File: config.mk
export PLATFORM = sky130hd
export DESIGN_NAME = rxq_buffer
export DESIGN_NICKNAME = d
export VERILOG_FILES = /design/src/rtl/rxq_pkg.sv /design/src/rtl/rxq_ctrl.sv /design/src/rtl/rxq_store.sv /design/src/rtl/rxq_ptrs.sv /design/src/rtl/rxq_buffer.sv
export SDC_FILE = /design/constraint.sdc
export NUM_CORES = 1
export LEC_CHECK = 0
export BUFFER_PORTS_ARGS = -buffer_cell sky130_fd_sc_hd__buf_2
export CAP_MARGIN = 15
export CORE_MARGIN = 2
export CORE_UTILIZATION = 51
export CTS_CLUSTER_SIZE = 8
export DETAILED_ROUTE_END_ITERATION = 16
export PLACE_DENSITY_LB_ADDON = 0.15
export SLEW_MARGIN = 10
export SYNTH_ARGS = -nofsm -noshare
export SYNTH_HDL_FRONTEND = slang
export SYNTH_SLANG_ARGS = --single-unit
File: constraint.sdc
create_clock -name clk -period 3.4 [get_ports clk]
set_input_delay 0.34 -clock clk [delete_from_list [all_inputs] [get_ports clk]]
set_output_delay 0.34 -clock clk [all_outputs]
set_load 0.01 [all_outputs]
File: src/rtl/rxq_pkg.sv
package rxq_pkg;
    typedef enum logic [0:0] {
        RXQ_STOPPED = 1'b0,
        RXQ_RUNNING = 1'b1
    } rxq_state_e;
endpackage

File: src/rtl/rxq_ctrl.sv
module rxq_ctrl
    import rxq_pkg::*;
(
    input  logic clk,
    input  logic rst_n,
    input  logic start_i,
    input  logic stop_i,
    output logic run_o
);
    rxq_state_e state_q, state_d;

    // next-state: go / halt / stay
    always_comb begin
        state_d = state_q;
        unique case (state_q)
            RXQ_STOPPED: if (start_i && !stop_i) state_d = RXQ_RUNNING;
            RXQ_RUNNING: if (stop_i)             state_d = RXQ_STOPPED;
            default:                             state_d = RXQ_STOPPED;
        endcase
    end

    always_ff @(posedge clk or negedge rst_n) begin
        if (!rst_n) state_q <= RXQ_STOPPED;
        else        state_q <= state_d;
    end

    always_comb begin
        unique case (state_q)
            RXQ_RUNNING: run_o = 1'b1;
            default:     run_o = 1'b0;
        endcase
    end

    // stop strobe always lands in STOPPED
    assert_stop_wins_R10: assert property (@(posedge clk) disable iff (!rst_n)
        stop_i |=> !run_o);
endmodule

File: src/rtl/rxq_store.sv
module rxq_store #(
    parameter int DEPTH = 6,
    parameter int DW    = 8,
    localparam int PW   = (DEPTH > 1) ? $clog2(DEPTH) : 1
) (
    input  logic          clk,
    input  logic          rst_n,
    input  logic          we_i,
    input  logic [PW-1:0] widx_i,
    input  logic [DW-1:0] wdata_i,
    input  logic [PW-1:0] ridx_i,
    output logic [DW-1:0] rdata_o
);
    logic [DW-1:0] slot_q [DEPTH];

    for (genvar i = 0; i < DEPTH; i++) begin : g_slot
        always_ff @(posedge clk or negedge rst_n) begin
            if (!rst_n)                          slot_q[i] <= '0;
            else if (we_i && widx_i == PW'(i))   slot_q[i] <= wdata_i;
        end
    end

    always_comb begin
        rdata_o = '0;
        for (int i = 0; i < DEPTH; i++) begin
            if (ridx_i == PW'(i)) rdata_o = slot_q[i];
        end
    end

    assert_widx_range_R2: assert property (@(posedge clk) disable iff (!rst_n)
        we_i |-> (int'(widx_i) < DEPTH));
endmodule

File: src/rtl/rxq_ptrs.sv
module rxq_ptrs #(
    parameter int DEPTH = 6,
    localparam int PW   = (DEPTH > 1) ? $clog2(DEPTH) : 1,
    localparam int CW   = $clog2(DEPTH + 1)
) (
    input  logic          clk,
    input  logic          rst_n,
    input  logic          run_i,
    input  logic          push_i,
    input  logic          rd_i,
    output logic          accept_o,
    output logic [PW-1:0] head_o,
    output logic [PW-1:0] tail_o,
    output logic [CW-1:0] count_o,
    output logic          evt_o
);
    logic [PW-1:0] head_q, head_d;
    logic [CW-1:0] cnt_q, cnt_d;
    logic [CW:0]   tail_sum;
    logic          evt_q, evt_d;
    logic          full, empty, pop;

    assign full     = (cnt_q == CW'(DEPTH));
    assign empty    = (cnt_q == '0);
    assign accept_o = push_i && !full;
    assign pop      = rd_i && run_i && !empty;

    assign tail_sum = (CW+1)'(head_q) + (CW+1)'(cnt_q);
    always_comb begin
        if (tail_sum >= (CW+1)'(DEPTH)) tail_o = PW'(tail_sum - (CW+1)'(DEPTH));
        else                            tail_o = PW'(tail_sum);
    end

    always_comb begin
        head_d = head_q;
        if (pop) head_d = (head_q == PW'(DEPTH - 1)) ? '0 : head_q + 1'b1;
        unique case ({accept_o, pop})
            2'b10:   cnt_d = cnt_q + 1'b1;
            2'b01:   cnt_d = cnt_q - 1'b1;
            default: cnt_d = cnt_q;
        endcase
        evt_d = accept_o || (pop && cnt_d != '0);
    end

    always_ff @(posedge clk or negedge rst_n) begin
        if (!rst_n) begin
            head_q <= '0;
            cnt_q  <= '0;
            evt_q  <= 1'b0;
        end else begin
            head_q <= head_d;
            cnt_q  <= cnt_d;
            evt_q  <= evt_d;
        end
    end

    assign head_o  = head_q;
    assign count_o = cnt_q;
    assign evt_o   = evt_q;

    assert_no_overflow_R3: assert property (@(posedge clk) disable iff (!rst_n)
        cnt_q <= CW'(DEPTH));
    assert_full_drop_R3: assert property (@(posedge clk) disable iff (!rst_n)
        (full && push_i && !rd_i) |=> (cnt_q == CW'(DEPTH)));
    assert_read_stopped_R4: assert property (@(posedge clk) disable iff (!rst_n)
        (rd_i && !run_i && !push_i) |=> ($stable(head_q) && $stable(cnt_q)));
    assert_drain_quiet_R8: assert property (@(posedge clk) disable iff (!rst_n)
        (rd_i && run_i && cnt_q == CW'(1) && !push_i) |=> !evt_q);
    assert_push_pop_R9: assert property (@(posedge clk) disable iff (!rst_n)
        (push_i && rd_i && run_i && !empty && !full) |=> $stable(cnt_q));
endmodule

File: src/rtl/rxq_buffer.sv
module rxq_buffer #(
    parameter int DEPTH = 6,
    parameter int DW    = 8,
    localparam int PW   = (DEPTH > 1) ? $clog2(DEPTH) : 1,
    localparam int CW   = $clog2(DEPTH + 1)
) (
    input  logic          clk,
    input  logic          rst_n,
    input  logic          rx_start,
    input  logic          rx_stop,
    input  logic          in_valid,
    input  logic [DW-1:0] in_byte,
    input  logic          rd_strobe,
    output logic [DW-1:0] head_byte,
    output logic [CW-1:0] free_slots,
    output logic          ready_evt
);
    logic          run;
    logic          accept;
    logic [PW-1:0] head_idx, tail_idx;
    logic [CW-1:0] count;

    rxq_ctrl u_ctrl (
        .clk     (clk),
        .rst_n   (rst_n),
        .start_i (rx_start),
        .stop_i  (rx_stop),
        .run_o   (run)
    );

    rxq_ptrs #(.DEPTH(DEPTH)) u_ptrs (
        .clk      (clk),
        .rst_n    (rst_n),
        .run_i    (run),
        .push_i   (in_valid),
        .rd_i     (rd_strobe),
        .accept_o (accept),
        .head_o   (head_idx),
        .tail_o   (tail_idx),
        .count_o  (count),
        .evt_o    (ready_evt)
    );

    rxq_store #(.DEPTH(DEPTH), .DW(DW)) u_store (
        .clk     (clk),
        .rst_n   (rst_n),
        .we_i    (accept),
        .widx_i  (tail_idx),
        .wdata_i (in_byte),
        .ridx_i  (head_idx),
        .rdata_o (head_byte)
    );

    assign free_slots = run ? (CW'(DEPTH) - count) : '0;

    assert_room_stopped_R6: assert property (@(posedge clk) disable iff (!rst_n)
        !run |-> (free_slots == '0));
    assert_accept_event_R7: assert property (@(posedge clk) disable iff (!rst_n)
        accept |=> ready_evt);
endmodule

Word-level counts from Yosys, hierarchy flattened
Cells that the tools add are included.
{"block": "classes", "magnitude_cmp": 1, "n_bitwise": 1, "add_sub_neg": 6, "n_reduce_logical": 19, "eq_ne": 13, "muxes": 14}
{"operator": "8-bit 2-to-1 mux", "n": 6}
{"operator": "3-bit equality test, second input constant", "n": 5}
{"operator": "3-bit by 2-bit equality test with 1-bit output, second input constant", "n": 4}
{"operator": "1-bit logical AND", "n": 11}
{"operator": "3-bit logical NOT", "n": 3}
{"operator": "3-bit 2-to-1 mux", "n": 3}
{"operator": "3-bit by 1-bit adder with 3-bit output, second input constant", "n": 2}
{"operator": "3-bit by 1-bit equality test with 1-bit output, second input constant", "n": 2}
{"operator": "3-bit one-hot mux with 2 select lines", "n": 1}
{"operator": "3-bit by 3-bit adder with 4-bit output", "n": 1}
{"operator": "4-bit by 3-bit greater-or-equal comparator with 1-bit output, second input constant", "n": 1}
{"operator": "1-bit logical NOT", "n": 3}
{"operator": "1-bit 2-to-1 mux", "n": 3}
{"operator": "3-bit nonzero test", "n": 1}
{"operator": "3-bit by 1-bit subtractor with 3-bit output, second input constant", "n": 1}
{"operator": "3-bit subtractor, first input constant", "n": 1}
{"operator": "3-bit subtractor, second input constant", "n": 1}
{"operator": "2-bit by 1-bit equality test with 1-bit output, second input constant", "n": 1}
{"operator": "2-bit equality test, second input constant", "n": 1}
{"operator": "1-bit one-hot mux with 2 select lines", "n": 1}
{"operator": "1-bit logical OR", "n": 1}
{"operator": "1-bit NOT", "n": 1}
{"block": "word_totals", "regBits": 56, "inputBits": 14, "word_cells": 64, "output_inout_bits": 12}

Logic depth before layout (Yosys ltp)
{"block": "depth", "word_depth": 8, "mapped_depth": 12}

Modules after synthesis
From an unflattened synthesis, not the netlist that was laid out.
{"block": "hier_totals", "hier_cells": 204, "area_unflattened_um2": 2768.9}
{"module": "rxq_store", "area_per_inst_um2": 2242.2, "cells_each": 154, "n_inst": 1}
{"module": "rxq_ptrs", "area_per_inst_um2": 451.7, "cells_each": 43, "n_inst": 1}
{"module": "rxq_buffer", "area_per_inst_um2": 40.0, "cells_each": 5, "n_inst": 1}
{"module": "rxq_ctrl", "area_per_inst_um2": 35.0, "cells_each": 2, "n_inst": 1}

Worst setup path before layout
OpenSTA, ideal clock, no wires.
{"block": "synth_timing", "path_kind": "reg2reg", "startpoint": "reg u_ptrs.head_q[0], in the netlist u_ptrs.head_o[0]", "endpoint": "reg u_store.slot_q[40] (netlist name)", "setup_slack_ps": 854, "n_path_buf": 2, "t_required_ps": 3275, "arrival_time_ps": 2421, "path_stages_with_launch": 9, "period_less_slack_ps": 2546, "cell_sequence": "dfrtp_1 -> ha_1 -> fa_1 -> buf_2 -> nor3_1 -> a211oi_1 -> a211o_1 -> buf_2 -> mux2_2"}
{"block": "synth_via", "elab_chain_len": 5, "word_cells_on_any_way": 6, "cone_classes": "add/sub: 2; order compare: 1; mux: 1; reduce/logical: 2"}
{"element": "start, declared", "line": "rxq_ptrs.sv:17", "text": "logic [PW-1:0] head_q, head_d;"}
{"element": "start signal, assigned", "line": "rxq_ptrs.sv:47", "text": "head_q <= '0;"}
{"element": "start signal, assigned", "line": "rxq_ptrs.sv:51", "text": "head_q <= head_d;"}
{"element": "3-bit by 3-bit adder with 4-bit output (*)", "line": "rxq_ptrs.sv:28", "text": "assign tail_sum = (CW+1)'(head_q) + (CW+1)'(cnt_q);"}
{"element": "4-bit by 3-bit greater-or-equal comparator with 1-bit output or 3-bit subtractor (tied branches)", "line": "rxq_ptrs.sv:30", "text": "if (tail_sum >= (CW+1)'(DEPTH)) tail_o = PW'(tail_sum - (CW+1)'(DEPTH));"}
{"element": "3-bit 2-to-1 mux (*)", "line": "rxq_ptrs.sv:30"}
{"element": "3-bit logical NOT (*)", "line": "rxq_store.sv:19", "text": "else if (we_i && widx_i == PW'(i)) slot_q[i] <= wdata_i;"}
{"element": "1-bit logical AND (*)", "line": "rxq_store.sv:19"}
{"element": "end signal, assigned by index", "line": "rxq_store.sv:19"}
{"element": "end, declared", "line": "rxq_store.sv:14", "text": "logic [DW-1:0] slot_q [DEPTH];"}
Mark *: on every way between the ends. The rest lies on a longest branch, timed or not.
A chain may end at the register's enable or synchronous reset.

Worst setup path after layout
{"block": "layout_timing", "startpoint": "reg u_ptrs.cnt_q[0], in the netlist u_ptrs.count_o[0]", "endpoint": "reg u_store.slot_q[47] (netlist name)"}
{"block": "layout_via", "elab_chain_len": 5, "word_cells_on_any_way": 9, "cone_classes": "add/sub: 2; order compare: 1; eq/ne: 1; mux: 1; reduce/logical: 4"}
{"element": "start, declared", "line": "rxq_ptrs.sv:18", "text": "logic [CW-1:0] cnt_q, cnt_d;"}
{"element": "start signal, assigned", "line": "rxq_ptrs.sv:52", "text": "cnt_q <= cnt_d;"}
{"element": "3-bit by 3-bit adder with 4-bit output", "line": "rxq_ptrs.sv:28"}
{"element": "4-bit by 3-bit greater-or-equal comparator with 1-bit output or 3-bit subtractor (tied branches)", "line": "rxq_ptrs.sv:30"}
{"element": "3-bit 2-to-1 mux", "line": "rxq_ptrs.sv:30"}
{"element": "3-bit logical NOT", "line": "rxq_store.sv:19"}
{"element": "1-bit logical AND (*)", "line": "rxq_store.sv:19"}
Marks and branches as above.

==> flow_summary_export.csv <==
group,metric,value,unit
cells_and_area,drive_gt1_share,34.7,%
outcome,status,"completed",
power,p_leak,1.48,nW
floorplanning,fp-row-count,28,
clocking,cts_resized,0,
timing,fmax,349,MHz
synthesis,netlist_instances,249,
clocking,ctsHtreeMaxLevel,2,
global_route,gr-total-overflow,0,
placed_design,hpwl,4.05,mm
min_path,hp-class,"in2async",
route,drc,0,
route,drt_pass1_iterations,4,
clocking,clock_latency,0.31,ns
setup_path,crit_slowest_cell,"fa_1",
synthesis,syn_area_per_cell,12.2,µm²
setup_path,path_max_fanout,9,
setup_path,cp.arrival,3.06,ns
global_route,met3_usage,4.33,%
timing,fin_setup_tns,0,ns
timing,final-setup-viol-count,0,
synthesis,syn_area,3030,µm²
route,route.antenna.remaining_nets,0,
clocking,cts_root_buf,"clkbuf_8",
clocking,clk_path_buf_depth,2,
setup_path,cp_cell_sequence,"ha_1, fa_1, nor3_1, a211oi_1, a211o_1, mux2_2",
timing,final.setup_skew,0.00741,ns
global_route,use_met2,33.7,%
cells_and_area,diodes,0,
cells_and_area,area_delta_synth_final,9.40,%
route,wirelength,6.17,mm
cells_and_area,fin_nets,297,
synthesis,synth-seq-cells,56,
synthesis,netlist-cell-type-count,38,
floorplanning,core,5850,µm²
setup_path,required,3.60,ns
cells_and_area,post-route-util,56.7,%
timing,finalMaxSlewViolations,0,
power,power,3.83,mW
floorplanning,start_util,51.9,%
floorplanning,die_h,81.1,µm
power,ir_drop,0.000667,V
route,drt-wirelength-per-cell,17.7,µm
cells_and_area,num-fill-cells,526,
global_route,grt_start_max_net_pins,37,
setup_path,cp-end-kind,"flop",
synthesis,yosys-top-cells-area,"dfrtp_1 (46%), mux2_2 (16%), mux2i_1 (5.6%)",
clocking,cts_buffers,5,
placed_design,place_inst,341,
clocking,cts_tree,"built",
clocking,clk_pin_slew,0.10,ns
setup_path,startpoint_type,"flop",
global_route,top_usage_layer,"met2",
synthesis,synth_top_cell_by_area,"dfrtp_1",
setup_path,slowest_delay,0.66,ns
cells_and_area,stdcell_count,349,
timing,max_slew.worst_pin.slew,0.851,ns
timing,maxSlewHeadroom,43.1,%
route,drt_first_iter_violations,53,
clocking,cts_sinks,56,
setup_path,crit_type,"reg2reg",
synthesis,seq_area_frac_synth,46.2,%
clocking,cts_setup_buffers,0,
global_route,antenna_found_initial,0,
placed_design,portBuffers,25,
floorplanning,die_w,81.1,µm
route,viasPerCell,5.46,
flow_run,drv_cap,0,
global_route,grt_pass1_vias,1884,
placed_design,gp_congestion,0.709,
floorplanning,fp.dieArea,6580,µm²
timing,rsz0062_at_grt,"false",
timing,hold_violations,0,
synthesis,synth_nets,273,
power,power_density,1150,nW/µm²
synthesis,synth_top_area_share,46.2,%
clocking,cts_hold_buf,0,
global_route,met1_usage,29.8,%
floorplanning,ios,26,
route,dr_total_vias,1906,
global_route,grt_pass1_wl,9.97,mm
timing,fin_crit_sh,84.2,%
timing,post-route-min-period,2.86,ns
global_route,track_usage,21.0,%
synthesis,yosysWarnings,0,
where the power goes:
part	leakage (nW)	internal (mW)	total, mW	switching (mW)
Sequential	0.670	1.01	1.21	0.199
Clock	0.0485	0.148	0.368	0.220
Combinational	0.766	1.11	2.25	1.14
per-stage QoR:
step	hold slack, ns	cell area (µm²)	worst slack (ns)
2_1_floorplan	0.0444	3030	0.854
3_3_place_gp	0.471	3230	0.555
3_5_place_dp	0.473	3230	0.543
4_1_cts	0.125	3320	0.534
5_1_grt	0.148	3320	0.370
6_report	0.112	3320	0.536
synthesized netlist by cell type (all sizes together):
library cell and count:
o211ai 1, a21oi 10, a21boi 1, nand2b 2, o21ai 2, fa 2
inv 8, nor2 20, xnor2 4, a211oi 11, a21o 1, o31ai 9
a221oi 1, o31a 1, nor3 3, nand2 5, nor2b 12, buf 7
nand3 1, clkbuf 6, a211o 1, nor4bb 1, o21a 1, and2 4
mux2i 17, nand3b 1, xor2 1, mux2 50, ha 8, dfrtp 56
or3 2
per-layer routing:
layer / wire length (µm) / vias to the layer above
met5: 0 / -
met4: 38 / 0
met3: 143 / 4
met2: 2840 / 23
met1: 3150 / 947
li1: - / 932
cells by family (layout without fill, tap and decap cells):
group	count (synthesis)	count (layout)	share of synthesized area (%)
AOI/OAI and AO/OA	39	39	10.2
DFF	56	56	46.2
buffers and inverters	21	46	3.05
adders and majority gates	10	10	4.62
and+or+nand+nor	51	51	9.36
muxes	67	67	25.2
xor gates and xnor gates	5	5	1.44
flip-flops by register name, summed over array words and instances, names as in the netlist:
name,count
u_store.slot_q,48
u_ptrs.count_o,3
u_ptrs.head_o,3
u_ctrl.state_q,1
u_ptrs.evt_o,1
layout by cell type (no fill, tap or decap), drive strengths merged:
master,Yosys,final
buf,7,30
xor2,1,1
a21o,1,1
o31a,1,1
a211oi,11,11
ha,8,8
o211ai,1,1
clkinv,0,2
a211o,1,1
nand2,5,5
nand2b,2,2
a221oi,1,1
inv,8,9
nor3,3,3
and2,4,4
dfrtp,56,56
nand3,1,1
nor2b,12,12
a21boi,1,1
mux2i,17,17
o21a,1,1
mux2,50,50
or3,2,2
nor2,20,20
nor4bb,1,1
o31ai,9,9
o21ai,2,2
nand3b,1,1
xnor2,4,4
a21oi,10,10
fa,2,2
clkbuf,6,5
worst max-delay path, delay by kind of cell (launching register included):
family / cells / cell delay, ns
adder cells (fa/ha/maj): 2 / 0.91
AND/OR/NAND/NOR: 1 / 0.10
AO/OA/AOI/OAI: 2 / 0.92
flip-flops: 1 / 0.44
multiplexers: 1 / 0.38
path summary, 6_finish.rpt:
check                                    from                 end  slack, ns  cells after the start
max                         u_ptrs.count_o[0]  u_store.slot_q[47]       0.54                      6
min reg2reg                u_store.slot_q[11]  u_store.slot_q[11]       0.51                      1
max reg2reg                 u_ptrs.count_o[0]  u_store.slot_q[47]       0.54                      6
min                                     rst_n  u_store.slot_q[27]       0.11                      1
min in group clk                      rx_stop      u_ctrl.state_q       0.17                      2
max in group asynchronous               rst_n    u_ptrs.head_o[1]       2.50                      2
cell type report:
cell class / instances / area [µm²] / share of cell area [%]
inverters: 8 / 30.0 / 0.905
flip-flops and latches: 56 / 1400 / 42.2
well taps: 75 / 93.8 / 2.83
clock buffers: 5 / 68.8 / 2.07
clock inverters: 3 / 22.5 / 0.678
repair buffers: 30 / 163 / 4.90
multi-input cells: 172 / 1540 / 46.4
Power figures use the tool's default switching activity.
